==> config.mk <==
export PLATFORM = sky130hd
export DESIGN_NAME = xlate_walker
export DESIGN_NICKNAME = d
export VERILOG_FILES = /design/src/rtl/xlate_pkg.sv /design/src/rtl/xlate_index.sv /design/src/rtl/xlate_addrgen.sv /design/src/rtl/xlate_walker.sv
export SDC_FILE = /design/constraint.sdc
export NUM_CORES = 1
export LEC_CHECK = 0
export BUFFER_PORTS_ARGS = -buffer_cell sky130_fd_sc_hd__clkbuf_2
export CORE_UTILIZATION = 40
export DETAILED_ROUTE_END_ITERATION = 16
export PLACE_DENSITY = 0.66
export SLEW_MARGIN = 10
export SYNTH_ARGS = -nofsm -noshare
export SYNTH_HDL_FRONTEND = slang
export SYNTH_SLANG_ARGS = --single-unit
==> constraint.sdc <==
create_clock -name clk -period 8.7 [get_ports clk]
set_input_delay 0 -clock clk [delete_from_list [all_inputs] [get_ports clk]]
set_output_delay 0 -clock clk [all_outputs]
set_load 0.01 [all_outputs]
==> src/rtl/xlate_pkg.sv <==
package xlate_pkg;
   typedef enum logic [2:0] {
      ST_IDLE,
      ST_DIR_RD,
      ST_DIR_WT,
      ST_TBL_RD,
      ST_TBL_WT
   } walk_state_t;

   typedef enum logic {
      LVL_DIR = 1'b0,
      LVL_TBL = 1'b1
   } walk_level_t;
endpackage

==> src/rtl/xlate_index.sv <==
// Splits a virtual address into per-level indices (level 0 = directory,
// taken from the top bits) and the in-page byte offset.
module xlate_index #(
   parameter int IDX_W  = 8,
   parameter int OFS_W  = 10,
   parameter int LEVELS = 2,
   localparam int VA_W  = LEVELS * IDX_W + OFS_W
) (
   input  logic [VA_W-1:0]               vaddr,
   output logic [LEVELS-1:0][IDX_W-1:0]  idx,
   output logic [OFS_W-1:0]              offset
);
   for (genvar g = 0; g < LEVELS; g++) begin : g_lvl
      assign idx[g] = vaddr[OFS_W + (LEVELS-1-g)*IDX_W +: IDX_W];
   end
   assign offset = vaddr[OFS_W-1:0];
endmodule

==> src/rtl/xlate_addrgen.sv <==
// Forms the byte address of a table slot: base of the selected level plus
// index scaled by the slot size.
module xlate_addrgen #(
   parameter int AW          = 32,
   parameter int IDX_W       = 8,
   parameter int OFS_W       = 10,
   parameter int ENTRY_BYTES = 4,
   localparam int FRAME_W    = AW - OFS_W
) (
   input  logic               sel_tbl,
   input  logic [AW-1:0]      dir_base,
   input  logic [FRAME_W-1:0] tbl_frame,
   input  logic [IDX_W-1:0]   dir_idx,
   input  logic [IDX_W-1:0]   tbl_idx,
   output logic [AW-1:0]      addr
);
   localparam int SH = $clog2(ENTRY_BYTES);

   logic [AW-1:0]    base_sel;
   logic [AW-1:0]    off_sel;
   logic [IDX_W-1:0] idx_sel;

   assign base_sel = sel_tbl ? {tbl_frame, {OFS_W{1'b0}}} : dir_base;
   assign idx_sel  = sel_tbl ? tbl_idx : dir_idx;

   if ((ENTRY_BYTES & (ENTRY_BYTES - 1)) == 0) begin : g_shift
      assign off_sel = AW'(idx_sel) << SH;
   end else begin : g_mult
      assign off_sel = AW'(idx_sel) * AW'(ENTRY_BYTES);
   end

   assign addr = base_sel + off_sel;
endmodule

==> src/rtl/xlate_walker.sv <==
module xlate_walker #(
   parameter int IDX_W       = 8,
   parameter int OFS_W       = 10,
   parameter int AW          = 32,
   parameter int DW          = 32,
   parameter int PRESENT_BIT = 0,
   localparam int VA_W       = 2 * IDX_W + OFS_W
) (
   input  logic            clk,
   input  logic            rst,
   input  logic            req_valid,
   output logic            req_ready,
   input  logic [VA_W-1:0] req_vaddr,
   input  logic [AW-1:0]   req_dirbase,
   output logic            mem_rd,
   output logic [AW-1:0]   mem_addr,
   input  logic            mem_rsp_valid,
   input  logic [DW-1:0]   mem_rsp_data,
   output logic            done_valid,
   output logic [AW-1:0]   done_paddr,
   output logic            fault_valid,
   output logic            fault_level,
   output logic [VA_W-1:0] fault_vaddr
);
   import xlate_pkg::*;

   localparam int LEVELS      = 2;
   localparam int FRAME_W     = AW - OFS_W;
   localparam int ENTRY_BYTES = DW / 8;

   walk_state_t                 state_q;
   logic [VA_W-1:0]             va_q;
   logic [AW-1:0]               dbase_q;
   logic [FRAME_W-1:0]          tframe_q;
   logic [LEVELS-1:0][IDX_W-1:0] idx;
   logic [OFS_W-1:0]            ofs;
   logic                        sel_tbl;
   logic                        rsp_present;
   logic [FRAME_W-1:0]          rsp_frame;
   logic                        unused_rsv;

   assign rsp_present = mem_rsp_data[PRESENT_BIT];
   assign rsp_frame   = mem_rsp_data[DW-1 -: FRAME_W];
   assign unused_rsv  = ^mem_rsp_data;

   xlate_index #(
      .IDX_W  (IDX_W),
      .OFS_W  (OFS_W),
      .LEVELS (LEVELS)
   ) u_idx (
      .vaddr  (va_q),
      .idx    (idx),
      .offset (ofs)
   );

   assign sel_tbl = (state_q == ST_TBL_RD);

   xlate_addrgen #(
      .AW          (AW),
      .IDX_W       (IDX_W),
      .OFS_W       (OFS_W),
      .ENTRY_BYTES (ENTRY_BYTES)
   ) u_addr (
      .sel_tbl   (sel_tbl),
      .dir_base  (dbase_q),
      .tbl_frame (tframe_q),
      .dir_idx   (idx[0]),
      .tbl_idx   (idx[1]),
      .addr      (mem_addr)
   );

   assign req_ready   = (state_q == ST_IDLE);
   assign mem_rd      = (state_q == ST_DIR_RD) || (state_q == ST_TBL_RD);
   assign fault_vaddr = va_q;

   always_ff @(posedge clk) begin
      if (rst) begin
         state_q     <= ST_IDLE;
         va_q        <= '0;
         dbase_q     <= '0;
         tframe_q    <= '0;
         done_valid  <= 1'b0;
         done_paddr  <= '0;
         fault_valid <= 1'b0;
         fault_level <= 1'b0;
      end else begin
         done_valid  <= 1'b0;
         fault_valid <= 1'b0;
         unique case (state_q)
            ST_IDLE: begin
               if (req_valid) begin
                  va_q    <= req_vaddr;
                  dbase_q <= req_dirbase;
                  state_q <= ST_DIR_RD;
               end
            end
            ST_DIR_RD: state_q <= ST_DIR_WT;
            ST_DIR_WT: begin
               if (mem_rsp_valid) begin
                  if (rsp_present) begin
                     tframe_q <= rsp_frame;
                     state_q  <= ST_TBL_RD;
                  end else begin
                     fault_valid <= 1'b1;
                     fault_level <= LVL_DIR;
                     state_q     <= ST_IDLE;
                  end
               end
            end
            ST_TBL_RD: state_q <= ST_TBL_WT;
            ST_TBL_WT: begin
               if (mem_rsp_valid) begin
                  if (rsp_present) begin
                     done_valid <= 1'b1;
                     done_paddr <= {rsp_frame, ofs};
                  end else begin
                     fault_valid <= 1'b1;
                     fault_level <= LVL_TBL;
                  end
                  state_q <= ST_IDLE;
               end
            end
            default: state_q <= ST_IDLE;
         endcase
      end
   end

   // only one kind of outcome per cycle
   assert_single_outcome_R8: assert property (@(posedge clk) disable iff (rst)
      !(done_valid && fault_valid));

   // acceptance drops ready on the next cycle
   assert_busy_after_accept_R9: assert property (@(posedge clk) disable iff (rst)
      (req_valid && req_ready) |=> !req_ready);

   // each read strobe lasts a single cycle
   assert_read_pulse_R10: assert property (@(posedge clk) disable iff (rst)
      mem_rd |=> !mem_rd);

   // no read while idle
   assert_idle_no_read_R9: assert property (@(posedge clk) disable iff (rst)
      req_ready |-> !mem_rd);

   // present directory slot leads to the table read next cycle
   assert_table_read_R3: assert property (@(posedge clk) disable iff (rst)
      (state_q == ST_DIR_WT && mem_rsp_valid && rsp_present) |=> mem_rd);

   // absent directory slot faults at level 0 without another read
   assert_dir_fault_R5: assert property (@(posedge clk) disable iff (rst)
      (state_q == ST_DIR_WT && mem_rsp_valid && !rsp_present)
      |=> (fault_valid && fault_level == LVL_DIR && !mem_rd));

   // success pulse only after a present table slot
   assert_done_source_R4: assert property (@(posedge clk) disable iff (rst)
      (state_q == ST_TBL_WT && mem_rsp_valid && rsp_present) |=> done_valid);
endmodule

## After elaboration in Yosys (flattened, before gate mapping)

Index checks and enable logic that the tools add are counted.

- ROM bits: 0
- Bits of input ports: 94
- Logic and storage cells: 46
- Memories: 0
- Output and inout bits: 95
- Latch bits: 0
- Flip-flop bits (word level): 118
- Memory bits (writable): 0

- Div/mod/pow operators: 0
- Order comparisons: 0
- Shifts and indexed selects: 0
- Multiply operators: 0
- Muxes and demuxes: 14
- Eq/ne operators: 9
- Reduce and logical (&&, ||, !) cells: 11
- Add/subtract/negate cells: 1
- Bitwise gates (word level): 3

Operators with widths:

| operator | count |
|---|---|
| $add A32 B10 Y32 | 1 |
| $mux W32 | 1 |
| $pmux W3 S5 | 1 |
| $ne A2 B2 Y1 const B | 5 |
| $mux W3 | 3 |
| $reduce_and A3 Y1 | 3 |
| $mux W8 | 1 |
| $eq A3 B2 Y1 const B | 2 |
| $mux W1 | 6 |
| $reduce_or A3 Y1 | 2 |
| $reduce_and A5 Y1 | 1 |
| $eq A3 B1 Y1 const B | 1 |
| $eq A3 B3 Y1 const B | 1 |
| $logic_not A3 Y1 | 1 |
| $not A1 Y1 | 3 |
| $mux W2 | 1 |
| $pmux W1 S2 | 1 |
| $reduce_and A2 Y1 | 1 |
| $reduce_bool A2 Y1 | 1 |
| $reduce_or A2 Y1 | 1 |
| $logic_or A1 B1 Y1 | 1 |

## Logic depth before layout (Yosys ltp)

- Depth after elaboration: 4
- Gate-level depth with buffers: 16

## Hierarchy

Synthesis repeated with hierarchy kept, for this count alone.

- Cells, all modules: 723
- Area total of the unflattened synthesis: 6167.2 µm²

Modules (own cells, without submodules):

| module | cells an instance | area each (µm²) | sequential area each (µm²) | instances |
|---|---|---|---|---|
| xlate_walker | 498 | 4538.1 | 2362.3 | 1 |
| xlate_addrgen | 199 | 1433.9 | 0.0 | 1 |
| xlate_index | 26 | 195.2 | 0.0 | 1 |

## Worst setup path after synthesis

OpenSTA, ideal clock, no wires.

- Kind: flip-flop to output port
- From: register state_q[2]
- To: output mem_addr[24]
- Cell stages (with the launch flop): 16
- Slack: 5055 ps
- Buffers on the path: 4
- Arrival: 3645 ps
- Cell sequence: dfxtp_1 -> nand3b_4 -> buf_2 -> buf_1 -> clkbuf_1 -> and2_1 -> ha_1 -> inv_1 -> fa_1 -> nand2b_1 -> a211o_1 -> a21o_1 -> buf_2 -> nor4_1 -> xnor2_1 -> mux2i_1

- Longest elaborated chain between the ends: 3

Ends and longest elaborated chain:

| what | line | text |
|---|---|---|
| start: declaration | xlate_walker.sv:31 | `walk_state_t state_q;` |
| start signal: assignment | xlate_walker.sv:78 | `state_q <= ST_IDLE;` |
| start signal: assignment | xlate_walker.sv:94 | `state_q <= ST_DIR_RD;` |
| start signal: assignment | xlate_walker.sv:97 | `ST_DIR_RD: state_q <= ST_DIR_WT;` |
| $eq A3 B2 Y1 * | xlate_walker.sv:56 | `assign sel_tbl = (state_q == ST_TBL_RD);` |
| $mux W32 or $mux W8 (tied branches) | xlate_addrgen.sv:23, xlate_addrgen.sv:24 |  |
| $add A32 B10 Y32 * | xlate_addrgen.sv:32 | `assign addr = base_sel + off_sel;` |
| end: declaration | xlate_walker.sv:16 | `output logic [AW-1:0] mem_addr,` |

Mark *: on every way between the ends. The rest lies on a longest branch, timed or not.

## Worst setup path in the final report

- From: register state_q[0]
- To: output mem_addr[16]

The elaborated chain is that of the path after synthesis.

==> impl_metrics.json <==
{
  "synthArstFlopShare": 0,
  "hold_buffers": 93,
  "cts_root_buf": "clkbuf_16",
  "synth_most_common_cell": "nand2_1",
  "place.gp.congestion": 0.8892,
  "yosysSeqAreaShare": 0.4261,
  "area.growth.synth_to_final_pct": 45.63,
  "drc": 0,
  "finClkSkew_ns": 0.008134,
  "setup_tns_ns": 0,
  "overflow": 0,
  "vias": 5795,
  "slew_viol_final": 0,
  "drv_cap": 0,
  "cp.required_ns": 8.70,
  "pin_count": 189,
  "grt_max_degree": 85,
  "outcome": "completed",
  "crit_path_start_kind": "flip-flop",
  "yosys-top-cells-count": "nand2_1, a21oi_1, dfxtp_1",
  "finalCritPeriodShare": 0.5101,
  "wl_per_cell_um": 13.86,
  "netlist.area_leader.share": 0.4261,
  "slew_headroom": 0.3906,
  "timing.fmax_mhz": 225.3,
  "syn_inst": 748,
  "hold-worst-slack_ns": 0.3587,
  "first_pass_iters": 5,
  "io_buffers": 179,
  "synth-edff-count": 0,
  "start_util": 0.4137,
  "worstSkewPairLatency_ns": 0.42,
  "h-tree-depth": 4,
  "grt_util_all_layers": 0.2329,
  "synth_warnings": 0,
  "grt_pass1_vias": 5409,
  "antenna_found_initial": 0,
  "fin_util": 0.6025,
  "hp-class": "in2reg",
  "final_nets": 1100,
  "ir_drop_mv": 0.1178,
  "final_hold_viol_count": 0,
  "syn_area_per_cell_um2": 7.412,
  "post_cts_buffers": 0,
  "drive_gt1_frac": 0.2238,
  "path_clk_slew_ns": 0.05,
  "p_per_area_mw_per_mm2": 185.4,
  "nFillCells": 1209,
  "ant_nets": 0,
  "ctsResizeCount": 0,
  "syn_area_mm2": 0.005544,
  "synth_nets": 851,
  "worstMarginPinSlew_ns": 0.9141,
  "post_drt_via_cell_ratio": 4.886,
  "finalWorstSetupSlack_ns": 4.262,
  "p_leak_uw": 0.003455,
  "drt_iter0_drc": 368,
  "yosys-top-cells-area": "dfxtp_1, nand2_1, a21oi_1, mux2i_1, xnor2_1",
  "dpl_worst_slack_ns": 4.661,
  "cts.sinks": 118,
  "ctsLongestPathBuffers": 2,
  "cts_tree": "yes",
  "dieArea_mm2": 0.01434,
  "fp-row-count": 42,
  "wl_um": 16440,
  "critPathCaptureType": "output port",
  "cts_buffers": 17,
  "setup_violations": 0,
  "crit_type": "reg2out",
  "min_period_ns": 4.438,
  "ys.flop_type": "dfxtp_1",
  "synth_seq_cells": 118,
  "grt_pass1_wl_um": 26230,
  "dp_hpwl_um": 10430,
  "netlist.top_cell.by_area": "dfxtp_1",
  "rsz0062_at_grt": "false",
  "cp_max_fo": 21,
  "fp.dieW_um": 119.7,
  "arrival_ns": 4.44,
  "post_synth_num_cell_types": 46,
  "antenna_cells": 0,
  "die_h_um": 119.7,
  "fp.coreArea_mm2": 0.01340
}
==> area by class of cell <==
type	count	area (um2)	share of cell area
clock buffer	21	460.4	0.05703
timing repair buffer	278	1874	0.2321
clock inverter	11	150.1	0.01860
inverter	5	18.77	0.002325
sequential	118	2362	0.2926
tap	176	220.2	0.02727
multi-input combinational	577	2988	0.3701
==> placed cells by master, fill, tap and decap left out, types with 17 or more instances in the layout <==
master,netlist,layout
a21oi_1,124,124
dlygate4sd3_1,0,93
clkbuf_2,0,178
nand2_1,270,270
mux2i_1,19,19
nand3_1,20,20
dfxtp_1,118,118
nor2_1,17,17
xnor2_1,19,19
clkbuf_16,0,17
==> cell families (layout without fill, tap and decap cells) <==
family | Yosys count | count (layout) | share of synthesized area
compound gates | 154 | 154 | 0.1501
xor+xnor | 29 | 29 | 0.04581
fa+ha+maj | 9 | 9 | 0.02167
buf+inv | 53 | 315 | 0.03701
flops | 118 | 118 | 0.4261
mux | 20 | 20 | 0.03633
simple gates | 365 | 365 | 0.2830
==> worst paths after layout <==
kind	from	end	slack [ns]	depth (start not counted)
worst max-delay path	state_q[0]	mem_addr[16]	4.26	13
worst min-delay path	req_vaddr[22]	fault_vaddr[22]	0.36	4
worst max register to register	state_q[1]	dbase_q[26]	6.25	6
worst min register to register	dbase_q[2]	dbase_q[2]	0.45	2
==> flip-flops by register name, indices dropped and copies added, names as in the netlist <==
register,flops
fault_valid,1
tframe_q,22
done_paddr,32
dbase_q,32
done_valid,1
fault_level,1
fault_vaddr,26
state_q,3
==> through the flow <==
step | instances | power (uW) | area (um2)
floorplan | 748 | 688.3 | 5544
global placement | 1061 | 756.5 | 6533
detailed placement | 1061 | 757.8 | 6533
CTS | 1186 | 1509 | 8074
global route | 1186 | 1555 | 8074
finish | 1186 | 1497 | 8074
==> critical path: stages, from the launching register on <==
cell	delay [ns]
dfxtp_1	0.62
and3b_1	0.83
nand2_1	0.13
nand2_1	0.09
ha_1	0.18
inv_1	0.06
fa_1	0.40
nand2b_1	0.21
a211o_1	0.30
a21oi_1	0.50
nand3_1	0.16
xor2_1	0.17
o22ai_1	0.18
clkbuf_2	0.17
==> routing by layer <==
| metal | track usage | share of wire | up-vias |
|---|---|---|---|
| met5 | 0 | 0 | - |
| met4 | 0.08516 | 0.015 | 0 |
| met3 | 0.05608 | 0.046 | 19 |
| met2 | 0.3605 | 0.46 | 153 |
| met1 | 0.3135 | 0.48 | 2620 |
| li1 | - | - | 3003 |
==> power breakdown <==
group	switching (uW)	internal, uW	leakage, uW
Clock	250	465	0.000282
Sequential	21.5	563	0.000960
Combinational	105	92.4	0.00221
Total	376	1120	0.00346
No activity file was read; power rests on OpenSTA's default activity.
